[src/rtl/bank_rf_pkg.sv]
package bank_rf_pkg;

    localparam int XLEN      = 32;
    localparam int IDX_W     = 4;
    localparam int NUM_REQ   = 6;
    localparam int NUM_PHYS  = 30;
    localparam int PHYS_W    = $clog2(NUM_PHYS);
    localparam int NUM_SAVED = 5;
    localparam int SLOT_W    = $clog2(NUM_SAVED);
    localparam logic [IDX_W-1:0] PC_IDX = IDX_W'(15);
    localparam logic [IDX_W-1:0] LR_IDX = IDX_W'(14);

    localparam logic [4:0] MODE_USR = 5'b10000;
    localparam logic [4:0] MODE_FIQ = 5'b10001;
    localparam logic [4:0] MODE_IRQ = 5'b10010;
    localparam logic [4:0] MODE_SVC = 5'b10011;
    localparam logic [4:0] MODE_ABT = 5'b10111;
    localparam logic [4:0] MODE_UND = 5'b11011;
    localparam logic [4:0] MODE_SYS = 5'b11111;

    localparam int REQ_UND  = 0;
    localparam int REQ_SWI  = 1;
    localparam int REQ_PABT = 2;
    localparam int REQ_DABT = 3;
    localparam int REQ_IRQ  = 4;
    localparam int REQ_FIQ  = 5;

    typedef struct packed {
        logic        n;
        logic        z;
        logic        c;
        logic        v;
        logic [19:0] rsvd;
        logic        i;
        logic        f;
        logic        t;
        logic [4:0]  mode;
    } status_t;

    localparam status_t RESET_STATUS = '{n: 1'b0, z: 1'b0, c: 1'b0, v: 1'b0,
                                         rsvd: '0, i: 1'b1, f: 1'b1, t: 1'b0,
                                         mode: MODE_SVC};

    typedef enum logic [2:0] {
        EXC_NONE, EXC_UND, EXC_SWI, EXC_PABT, EXC_DABT, EXC_IRQ, EXC_FIQ
    } exc_kind_e;

    function automatic logic mode_legal(input logic [4:0] m);
        return (m == MODE_USR) || (m == MODE_FIQ) || (m == MODE_IRQ) ||
               (m == MODE_SVC) || (m == MODE_ABT) || (m == MODE_UND) ||
               (m == MODE_SYS);
    endfunction

    function automatic logic has_saved(input logic [4:0] m);
        return (m == MODE_FIQ) || (m == MODE_IRQ) || (m == MODE_SVC) ||
               (m == MODE_ABT) || (m == MODE_UND);
    endfunction

    function automatic logic [SLOT_W-1:0] saved_slot(input logic [4:0] m);
        case (m)
            MODE_FIQ: return SLOT_W'(0);
            MODE_IRQ: return SLOT_W'(1);
            MODE_SVC: return SLOT_W'(2);
            MODE_ABT: return SLOT_W'(3);
            MODE_UND: return SLOT_W'(4);
            default:  return SLOT_W'(0);
        endcase
    endfunction

    // Physical layout: 0..14 shared/User, 15..21 fast bank r8..r14,
    // then r13/r14 pairs for IRQ, Supervisor, Abort, Undefined.
    function automatic logic [PHYS_W-1:0] phys_slot(input logic [4:0] m,
                                                    input logic [IDX_W-1:0] idx);
        logic [PHYS_W-1:0] pair_base;
        logic              paired;
        paired    = 1'b1;
        pair_base = PHYS_W'(22);
        case (m)
            MODE_IRQ: pair_base = PHYS_W'(22);
            MODE_SVC: pair_base = PHYS_W'(24);
            MODE_ABT: pair_base = PHYS_W'(26);
            MODE_UND: pair_base = PHYS_W'(28);
            default:  paired = 1'b0;
        endcase
        if (idx == PC_IDX)
            return '0;
        if ((m == MODE_FIQ) && (idx >= IDX_W'(8)))
            return PHYS_W'(15) + PHYS_W'(idx - IDX_W'(8));
        if (paired && (idx >= IDX_W'(13)))
            return pair_base + PHYS_W'(idx - IDX_W'(13));
        return PHYS_W'(idx);
    endfunction

    function automatic logic [4:0] exc_target(input exc_kind_e k);
        case (k)
            EXC_UND:  return MODE_UND;
            EXC_SWI:  return MODE_SVC;
            EXC_PABT: return MODE_ABT;
            EXC_DABT: return MODE_ABT;
            EXC_IRQ:  return MODE_IRQ;
            EXC_FIQ:  return MODE_FIQ;
            default:  return MODE_SVC;
        endcase
    endfunction

    function automatic logic [XLEN-1:0] exc_offset(input exc_kind_e k);
        case (k)
            EXC_UND:  return XLEN'(32'h04);
            EXC_SWI:  return XLEN'(32'h08);
            EXC_PABT: return XLEN'(32'h0C);
            EXC_DABT: return XLEN'(32'h10);
            EXC_IRQ:  return XLEN'(32'h18);
            EXC_FIQ:  return XLEN'(32'h1C);
            default:  return '0;
        endcase
    endfunction

    function automatic status_t merge_status(input status_t old_s,
                                             input logic [XLEN-1:0] d);
        status_t r;
        r      = '0;
        r.n    = d[31];
        r.z    = d[30];
        r.c    = d[29];
        r.v    = d[28];
        r.i    = d[7];
        r.f    = d[6];
        r.t    = d[5];
        r.mode = mode_legal(d[4:0]) ? d[4:0] : old_s.mode;
        return r;
    endfunction

    function automatic logic [XLEN-1:0] align_pc(input logic [XLEN-1:0] v,
                                                 input logic thumb);
        return thumb ? {v[XLEN-1:1], 1'b0} : {v[XLEN-1:2], 2'b00};
    endfunction

endpackage

[src/rtl/bank_rf_exc_arb.sv]
module bank_rf_exc_arb
    import bank_rf_pkg::*;
(
    input  logic [NUM_REQ-1:0] req,
    input  logic               irq_masked,
    input  logic               fiq_masked,
    output exc_kind_e          kind
);
    logic [NUM_REQ-1:0] live;

    always_comb begin
        live           = req;
        live[REQ_IRQ]  = req[REQ_IRQ] & ~irq_masked;
        live[REQ_FIQ]  = req[REQ_FIQ] & ~fiq_masked;
        if (live[REQ_DABT])      kind = EXC_DABT;
        else if (live[REQ_FIQ])  kind = EXC_FIQ;
        else if (live[REQ_IRQ])  kind = EXC_IRQ;
        else if (live[REQ_PABT]) kind = EXC_PABT;
        else if (live[REQ_UND])  kind = EXC_UND;
        else if (live[REQ_SWI])  kind = EXC_SWI;
        else                     kind = EXC_NONE;
    end
endmodule

[src/rtl/bank_rf_gpr_store.sv]
module bank_rf_gpr_store #(
    parameter int NUM = 30,
    parameter int W   = 32,
    parameter int AW  = $clog2(NUM)
) (
    input  logic          clk,
    input  logic          we,
    input  logic [AW-1:0] wslot,
    input  logic [W-1:0]  wdata,
    input  logic [AW-1:0] rslot_a,
    output logic [W-1:0]  rdata_a,
    input  logic [AW-1:0] rslot_b,
    output logic [W-1:0]  rdata_b
);
    logic [W-1:0] regs [NUM];

    for (genvar g = 0; g < NUM; g++) begin : g_reg
        always_ff @(posedge clk) begin
            if (we && (wslot == AW'(g)))
                regs[g] <= wdata;
        end
    end

    assign rdata_a = regs[rslot_a];
    assign rdata_b = regs[rslot_b];
endmodule

[src/rtl/bank_rf_status.sv]
module bank_rf_status
    import bank_rf_pkg::*;
(
    input  logic            clk,
    input  logic            rst,
    input  exc_kind_e       kind,
    input  logic            restore,
    input  logic            sr_wr_en,
    input  logic            sr_wr_sel,
    input  logic [XLEN-1:0] sr_wr_data,
    output status_t         cur_q,
    output status_t         cur_d,
    output status_t         saved_view
);
    status_t           saved_q [NUM_SAVED];
    status_t           saved_d [NUM_SAVED];
    logic              cur_has;
    logic [SLOT_W-1:0] cur_slot;
    logic [4:0]        tgt;

    assign cur_has  = has_saved(cur_q.mode);
    assign cur_slot = saved_slot(cur_q.mode);
    assign tgt      = exc_target(kind);

    always_comb begin
        cur_d   = cur_q;
        saved_d = saved_q;
        if (kind != EXC_NONE) begin
            saved_d[saved_slot(tgt)] = cur_q;
            cur_d.mode = tgt;
            cur_d.t    = 1'b0;
            cur_d.i    = 1'b1;
            if (kind == EXC_FIQ)
                cur_d.f = 1'b1;
        end else begin
            if (restore && cur_has)
                cur_d = saved_q[cur_slot];
            else if (sr_wr_en && !sr_wr_sel)
                cur_d = merge_status(cur_q, sr_wr_data);
            if (sr_wr_en && sr_wr_sel && cur_has)
                saved_d[cur_slot] = merge_status(saved_q[cur_slot], sr_wr_data);
        end
    end

    always_ff @(posedge clk) begin
        if (rst) begin
            cur_q <= RESET_STATUS;
            for (int k = 0; k < NUM_SAVED; k++)
                saved_q[k] <= RESET_STATUS;
        end else begin
            cur_q <= cur_d;
            for (int k = 0; k < NUM_SAVED; k++)
                saved_q[k] <= saved_d[k];
        end
    end

    assign saved_view = cur_has ? saved_q[cur_slot] : cur_q;
endmodule

[src/rtl/banked_regfile.sv]
module banked_regfile
    import bank_rf_pkg::*;
#(
    parameter logic [XLEN-1:0] VEC_BASE = '0
) (
    input  logic               clk,
    input  logic               rst,
    input  logic [IDX_W-1:0]   rd_a_idx,
    output logic [XLEN-1:0]    rd_a_data,
    input  logic [IDX_W-1:0]   rd_b_idx,
    output logic [XLEN-1:0]    rd_b_data,
    input  logic               wr_en,
    input  logic [IDX_W-1:0]   wr_idx,
    input  logic [XLEN-1:0]    wr_data,
    input  logic               wr_setflags,
    input  logic               sr_wr_en,
    input  logic               sr_wr_sel,
    input  logic [XLEN-1:0]    sr_wr_data,
    input  logic [NUM_REQ-1:0] exc_req,
    input  logic [XLEN-1:0]    exc_ret_addr,
    output logic [XLEN-1:0]    cpsr,
    output logic [XLEN-1:0]    saved_status,
    output logic [XLEN-1:0]    pc
);
    status_t           cur_q, cur_d, saved_view;
    exc_kind_e         kind;
    logic              pc_write, restore;
    logic              g_we;
    logic [PHYS_W-1:0] g_wslot;
    logic [XLEN-1:0]   g_wdata;
    logic [XLEN-1:0]   gpr_a, gpr_b;
    logic [XLEN-1:0]   pc_q;

    assign pc_write = wr_en && (wr_idx == PC_IDX);
    assign restore  = pc_write && wr_setflags;

    bank_rf_exc_arb u_arb (
        .req        (exc_req),
        .irq_masked (cur_q.i),
        .fiq_masked (cur_q.f),
        .kind       (kind)
    );

    bank_rf_status u_status (
        .clk        (clk),
        .rst        (rst),
        .kind       (kind),
        .restore    (restore),
        .sr_wr_en   (sr_wr_en),
        .sr_wr_sel  (sr_wr_sel),
        .sr_wr_data (sr_wr_data),
        .cur_q      (cur_q),
        .cur_d      (cur_d),
        .saved_view (saved_view)
    );

    always_comb begin
        g_we    = 1'b0;
        g_wslot = '0;
        g_wdata = wr_data;
        if (kind != EXC_NONE) begin
            g_we    = 1'b1;
            g_wslot = phys_slot(exc_target(kind), LR_IDX);
            g_wdata = exc_ret_addr;
        end else if (wr_en && !pc_write) begin
            g_we    = 1'b1;
            g_wslot = phys_slot(cur_q.mode, wr_idx);
        end
    end

    bank_rf_gpr_store #(
        .NUM (NUM_PHYS),
        .W   (XLEN),
        .AW  (PHYS_W)
    ) u_store (
        .clk     (clk),
        .we      (g_we && !rst),
        .wslot   (g_wslot),
        .wdata   (g_wdata),
        .rslot_a (phys_slot(cur_q.mode, rd_a_idx)),
        .rdata_a (gpr_a),
        .rslot_b (phys_slot(cur_q.mode, rd_b_idx)),
        .rdata_b (gpr_b)
    );

    always_ff @(posedge clk) begin
        if (rst)
            pc_q <= VEC_BASE;
        else if (kind != EXC_NONE)
            pc_q <= VEC_BASE + exc_offset(kind);
        else if (pc_write)
            pc_q <= align_pc(wr_data, cur_d.t);
    end

    assign rd_a_data    = (rd_a_idx == PC_IDX) ? pc_q : gpr_a;
    assign rd_b_data    = (rd_b_idx == PC_IDX) ? pc_q : gpr_b;
    assign cpsr         = cur_q;
    assign saved_status = saved_view;
    assign pc           = pc_q;
endmodule

[config.mk]
export PLATFORM = sky130hd
export DESIGN_NAME = banked_regfile
export DESIGN_NICKNAME = d
export VERILOG_FILES = /design/src/rtl/bank_rf_pkg.sv /design/src/rtl/bank_rf_exc_arb.sv /design/src/rtl/bank_rf_gpr_store.sv /design/src/rtl/bank_rf_status.sv /design/src/rtl/banked_regfile.sv
export SDC_FILE = /design/constraint.sdc
export NUM_CORES = 2
export LEC_CHECK = 0
export ABC_AREA = 1
export CELL_PAD_IN_SITES_DETAIL_PLACEMENT = 0
export CELL_PAD_IN_SITES_GLOBAL_PLACEMENT = 2
export CORE_UTILIZATION = 37
export CTS_CLUSTER_SIZE = 20
export DETAILED_ROUTE_END_ITERATION = 8
export PLACE_DENSITY = 0.85
export REMOVE_ABC_BUFFERS = 1
export SETUP_SLACK_MARGIN = 0.15
export SYNTH_ARGS = -nofsm -noshare
export SYNTH_HDL_FRONTEND = slang
export SYNTH_HIERARCHICAL = 1
export SYNTH_SLANG_ARGS = --single-unit
[constraint.sdc]
create_clock -name clk -period 7.4 [get_ports clk]
set_clock_uncertainty 0.1 [all_clocks]
set_input_delay 1.11 -clock clk [delete_from_list [all_inputs] [get_ports clk]]
set_output_delay 1.11 -clock clk [all_outputs]
set_load 0.005 [all_outputs]
== Word-level counts from Yosys, hierarchy flattened ==
Memory sizes are Yosys's and may differ from the RTL's.
Cells that the tools add are included.

* Add/subtract/negate cells: 13
* Magnitude comparators: 10
* Equal/unequal tests: 60
* Mux-type cells: 248
* Bitwise logic cells: 7
* Reductions and logical operators: 102

{| class="wikitable"
|+ Operator list
! kind !! count
|-
| $mux W32 || 41
|-
| $reduce_or A32 Y1 || 29
|-
| $bwmux W160 || 2
|-
| $mux W160 || 2
|-
| $mux W5 || 59
|-
| $demux W32 S3 || 2
|-
| $eq A5 B5 Y1 const B || 35
|-
| $mux W1 || 126
|-
| $bmux W32 S3 || 1
|-
| $logic_and A1 B1 Y1 || 46
|-
| $eq A5 B4 Y1 const B || 8
|-
| $ge A4 B4 Y1 const B || 8
|-
| $pmux W5 S6 || 1
|-
| $sub A4 B4 Y5 const B || 6
|-
| $pmux W3 S4 || 2
|-
| $pmux W4 S3 || 2
|-
| $eq A5 B3 Y1 const B || 4
|-
| $mux W3 || 6
|-
| $pmux W4 S4 || 1
|-
| $add A4 B5 Y5 const A || 3
|-
| $add A5 B5 Y5 || 3
|-
| $eq A4 B4 Y1 const B || 3
|-
| $eq A5 B2 Y1 const B || 2
|-
| $logic_or A1 B1 Y1 || 10
|-
| 19 further kinds || 38
|}

* Flip-flop bits (word level): 224
* Memory bits (writable): 960
* Bits of input ports: 120
* Logic and storage cells: 496
* Memories kept: 1

{| class="wikitable"
|+ Memory list
! memory !! depth !! width !! read ports !! clocked after memory_dff !! wr ports !! RTL line !! source
|-
| u_store.regs || 30 || 32 || 2 || 0 || 1 || bank_rf_gpr_store.sv:15 || <nowiki>logic [W-1:0] regs [NUM];</nowiki>
|}

== Longest topological paths before layout ==
* Word-level depth: 54
* Mapped depth: 24

== Modules after synthesis ==
Netlist, hierarchy kept.

{| class="wikitable"
|+ By module, submodules not included
! module !! times used !! cells an instance !! area each (um2) !! sequential area each (um2)
|-
| bank_rf_gpr_store || 1 || 5650 || 48865.6 || 28827.6
|-
| bank_rf_status || 1 || 1620 || 10214.8 || 3843.7
|-
| banked_regfile || 1 || 629 || 3603.5 || 620.6
|-
| bank_rf_exc_arb || 1 || 14 || 63.8 || 0.0
|}

== Least setup slack after synthesis ==
No wires, ideal clock.

* Path type: input-to-reg
* Start point: input exc_req[5]
* End point: memory u_store.regs[15][0], enable pin
* Arrival: 5.143 ns
* Required time: 6.839 ns
* Path slack: 1.696 ns
* Cell stages on the path: 11
* Buffers on the path: 0
* Path through: nand2_2 nand2_1 a31oi_1 nor2_2 a21oi_1 inv_1 ha_1 or2_2 o21ai_1 nand2_1 nor3_1

* Word-level cells in the longest chain between the ends: 51
* Elaborated cells between the ends (all ways): 241
* Those cells by class: add/sub (1); eq/ne (39); mux (136); bitwise (1); reduce/logical (64)

{| class="wikitable"
|+ Ends and longest elaborated chain
! what !! RTL line !! source
|-
| from (decl) || banked_regfile.sv:19 || <nowiki>input logic [NUM_REQ-1:0] exc_req,</nowiki>
|-
| $and A1 B1 Y1 (*) || bank_rf_exc_arb.sv:14 || <nowiki>live[REQ_FIQ] = req[REQ_FIQ] & ~fiq_masked;</nowiki>
|-
| $mux W3 (*) || bank_rf_exc_arb.sv:16 || <nowiki>else if (live[REQ_FIQ]) kind = EXC_FIQ;</nowiki>
|-
| $mux W3 (*) || bank_rf_exc_arb.sv:15 || <nowiki>if (live[REQ_DABT]) kind = EXC_DABT;</nowiki>
|-
| via kind[0] || banked_regfile.sv:26 || <nowiki>exc_kind_e kind;</nowiki>
|-
| $eq A3 B2 Y1 or $eq A3 B3 Y1 (tied branches) || bank_rf_pkg.sv:95 || <nowiki>case (k)</nowiki>
|-
| $reduce_or A2 Y1 (no line) || n/a ||
|-
| $pmux W4 S4 || bank_rf_pkg.sv:95 ||
|-
| $mux W5 || banked_regfile.sv:61 || <nowiki>if (kind != EXC_NONE) begin</nowiki>
|-
| [9 not listed] || n/a ||
|-
| $mux W5 (*) || banked_regfile.sv:61 ||
|-
| via g_wslot[0] || banked_regfile.sv:29 || <nowiki>logic [PHYS_W-1:0] g_wslot;</nowiki>
|-
| $eq A5 B1 Y1 || bank_rf_gpr_store.sv:19 || <nowiki>if (we && (wslot == AW'(g)))</nowiki>
|-
| $logic_and A1 B1 Y1 || bank_rf_gpr_store.sv:19 ||
|-
| $mux W1 || bank_rf_gpr_store.sv:19 ||
|-
| $mux W1 (implied by the code) || bank_rf_gpr_store.sv:20 || <nowiki>regs[g] <= wdata;</nowiki>
|-
| $reduce_or A32 Y1 (no line) || n/a ||
|-
| $mux W5 (no line) or $mux W1 (tied branches) (29 in a row) || n/a ||
|-
| to (decl) || bank_rf_gpr_store.sv:15 ||
|}

The timed path passes the listed nets; every way through them passes the cells marked *. The select of a mux whose other input is x is not followed.

== Final worst setup path ==
* Start point: register, netlist name u_status/cur_q[1]
* End point: output rd_a_data[14]

* Word-level cells in the longest chain between the ends: 12
* Elaborated cells between the ends (all ways): 23
* Those cells by class: add/sub (1); eq/ne (5); mux (13); reduce/logical (3); memory (1)

{| class="wikitable"
|+ Ends and longest elaborated chain
! what !! RTL line !! source
|-
| parallel branches: the longest is 8 deep, another holds $add A5 B5 Y5 || n/a ||
|-
| $mux W5 (*) || bank_rf_pkg.sv:89 || <nowiki>if (paired && (idx >= IDX_W'(13)))</nowiki>
|-
| $mux W5 (*) || bank_rf_pkg.sv:87 || <nowiki>if ((m == MODE_FIQ) && (idx >= IDX_W'(8)))</nowiki>
|-
| $mem_v2 Z30 W32 (*) || n/a ||
|-
| via gpr_a[14] || banked_regfile.sv:31 || <nowiki>logic [XLEN-1:0] gpr_a, gpr_b;</nowiki>
|-
| $mux W32 (*) || banked_regfile.sv:95 || <nowiki>assign rd_a_data = (rd_a_idx == PC_IDX) ? pc_q : gpr_a;</nowiki>
|-
| to (decl) || banked_regfile.sv:9 || <nowiki>output logic [XLEN-1:0] rd_a_data,</nowiki>
|}

Mark *: on every way through the listed nets, which the timed path passes. The select of a mux whose other input is x is not followed.

==> impl_results.md <==
- GRT Total Usage: 27.74%
- Crit end category: primary output
- First-pass iteration count of the detailed router: 6
- Cell Rows: 150
- Final Net Count: 8,040
- Setup Fix Bufs, Post-CTS: 0
- First-pass GRT wire length: 351.6 mm
- CP Depth: 18
- Slowest-stage cell, CP: dfxtp_1
- Critical path data arrival time: 5.85 ns
- CP delay by family, top: simple AND/OR/NAND/NOR gates
- Worst-path maximum fanout: 56
- Gpl congestion: 0.8260
- Worst path bufs/invs: 2
- Worst Setup SP: u_status/cur_q[1]
- Crit-path cells: nand2_1 -> nor3_2 -> xor2_1 -> ha_1 -> fa_1 -> nand3b_1 -> nand3_1 -> a21oi_4 -> clkbuf_16 -> nand3_1 -> nand2_1 -> nand2_1 -> nand2_1 -> nand2_1 -> nand2_1 -> nand2_1 -> o21ai_0 -> clkdlybuf4s50_1
- Endpoints failing hold: 0
- Reg-to-reg startpoint: u_status/cur_q[7]
- Max-Cap Viols: 0
- Final period util: 95.44%
- CP Class: reg2out
- Least-Margin Pin Slew: 1.194 ns
- Placed cells: 9,946
- Clock slew at reported path FFs: 0.06 ns
- Vias after detailed routing: 56,400
- Worst r2r path cells: 19
- CP startpoint kind: flop
- Vias in the first global route: 52,820
- CP max stage delay: 0.69 ns
- Initial antenna violation count: 8
- Req. time, crit path: 6.19 ns
- Synth Area per Inst: 7.946 um2
- Clock tree buffer depth: 3
- # hold bufs at CTS: 0
- Post-Syn Area: 62,630 um2
- Port Buffer Count: 258
- Starting Density: 37.37%
- Final ANT Viol Nets: 0
- Worst VDD drop: 0.0002732 V
- Fillers: 16,440
- Chip width: 413.4 um
- Grt ovf: 0
- PwrDens: 262.5 nW/um2
- Layout cells sized above 1: 5.828%
- Number of CTS-inserted buffers: 141
- Commonest non-fill, non-tap cells in the layout: 3,461 x nand2_1, 1,529 x nand3_1, 960 x edfxtp_1
- Largest net degree at the start of global routing: 142
- Vias/cell: 5.529
- Leakage Power: 28.67 nW
- Flop2flop setup slack: 2.34 ns
- Final setup violation count: 0
- Routed length per instance: 23.78 um
- Hold Crit Class: reg2reg
- Slew HR: 20.29%
- DP HPWL: 131.4 mm
- CP Capture Point: rd_a_data[14]
- Most used cell, CP: nand2_1
- Clock Latency Late Sink: 0.80 ns
- DRC: 0
- Pre-CTS setup slack: 0.7369 ns
- Final worst setup slack: 0.3377 ns
- Die Height: 413.4 um
- Clock sinks: 1,183
- Die area: 170,900 um2
- I/O Pins: 280
- Layout area overhead: 14.71%
- Core Box Area: 167,600 um2
- Initial DRC count: 6,077
- Fin. max-slew vios: 0
- WL final: 242.6 mm
- Cts repair resizes: 0
- Max frequency: 141.6 MHz
- Ys Warns: 6
- Status: complete, no violations
- Period minus WS final: 7.062 ns
- Unrepaired setup endpoints after global routing: no
- Root buf cell: clkbuf_16
- Commonest non-fill, non-tap cell in the layout: nand2_1
- Reg2reg end: u_status/saved_q[76]
- H-tree depth: 4
- Fin cells: 10,200
- CTS tree: yes
- Mapped Cells: 7,882
## worst min-delay path by stage
stage | start | slack (ns) | to | depth (start not counted)
global placement | u_status/saved_q[39] | 0.34 | u_status/saved_q[39] | 2
detailed placement | u_status/saved_q[71] | 0.34 | u_status/saved_q[71] | 2
global route | u_status/saved_q[138] | 0.37 | u_status/saved_q[138] | 2
finish | u_status/saved_q[71] | 0.36 | u_status/saved_q[71] | 2
floorplan | u_status/saved_q[38] | 0.33 | u_status/saved_q[38] | 2
CTS | u_status/saved_q[71] | 0.36 | u_status/saved_q[71] | 2
## layer usage
layer  GRT usage, %  up-vias  routed length [um]
met3          4.572      392               20210
li1               -    26210                   -
met1          36.72    27290              100400
met5              0        -                  83
met4          8.595       14                6546
met2          46.21     2500              115400
## power breakdown
part,total (mW),internal [mW],switching [mW]
sequential,7.46,7.41,0.0543
combinational,4.72,1.41,3.31
clock,6.67,3.79,2.88
## layout make-up
type,instances,area [um2],share of cell area [%]
diodes,1,2.502,0.003483
inverters,347,1359,1.891
well taps,2204,2758,3.839
clock buffers,203,3948,5.495
flip-flops and latches,1183,33290,46.34
clock inverters,50,405.4,0.5643
multi-input cells,5795,25640,35.69
repair buffers,418,4439,6.179
## worst register-to-register path, delay by kind of cell, from the launching register on
family	cells	cell delay [ns]
AOI/OAI and AO/OA	4	0.99
buffers and inverters	8	2.06
adders and majority gates	1	0.14
and+or+nand+nor	6	1.20
DFF	1	0.49
## metrics by stage
step                      TNS (ns)  hold WS, ns  utilization (%)  area (um2)  power (mW)
final                            0       0.3579            42.87       71840       18.86
after global routing             0       0.3714            42.86       71840       19.64
after CTS                        0       0.3573            42.85       71810       18.93
after detailed placement         0       0.3427            40.25       67460       12.27
after global placement           0       0.3398            40.25       67460       12.26
after floorplan           -1915.75       0.3292                -       59860       10.68
## state kept, by name (all words and copies together) (netlist names)
| register | cells |
|---|---|
| u_status/saved_q | 160 |
| u_store/regs | 960 |
| u_status/cur_q | 32 |
| pc | 31 |
Power figures use the tool's default switching activity.
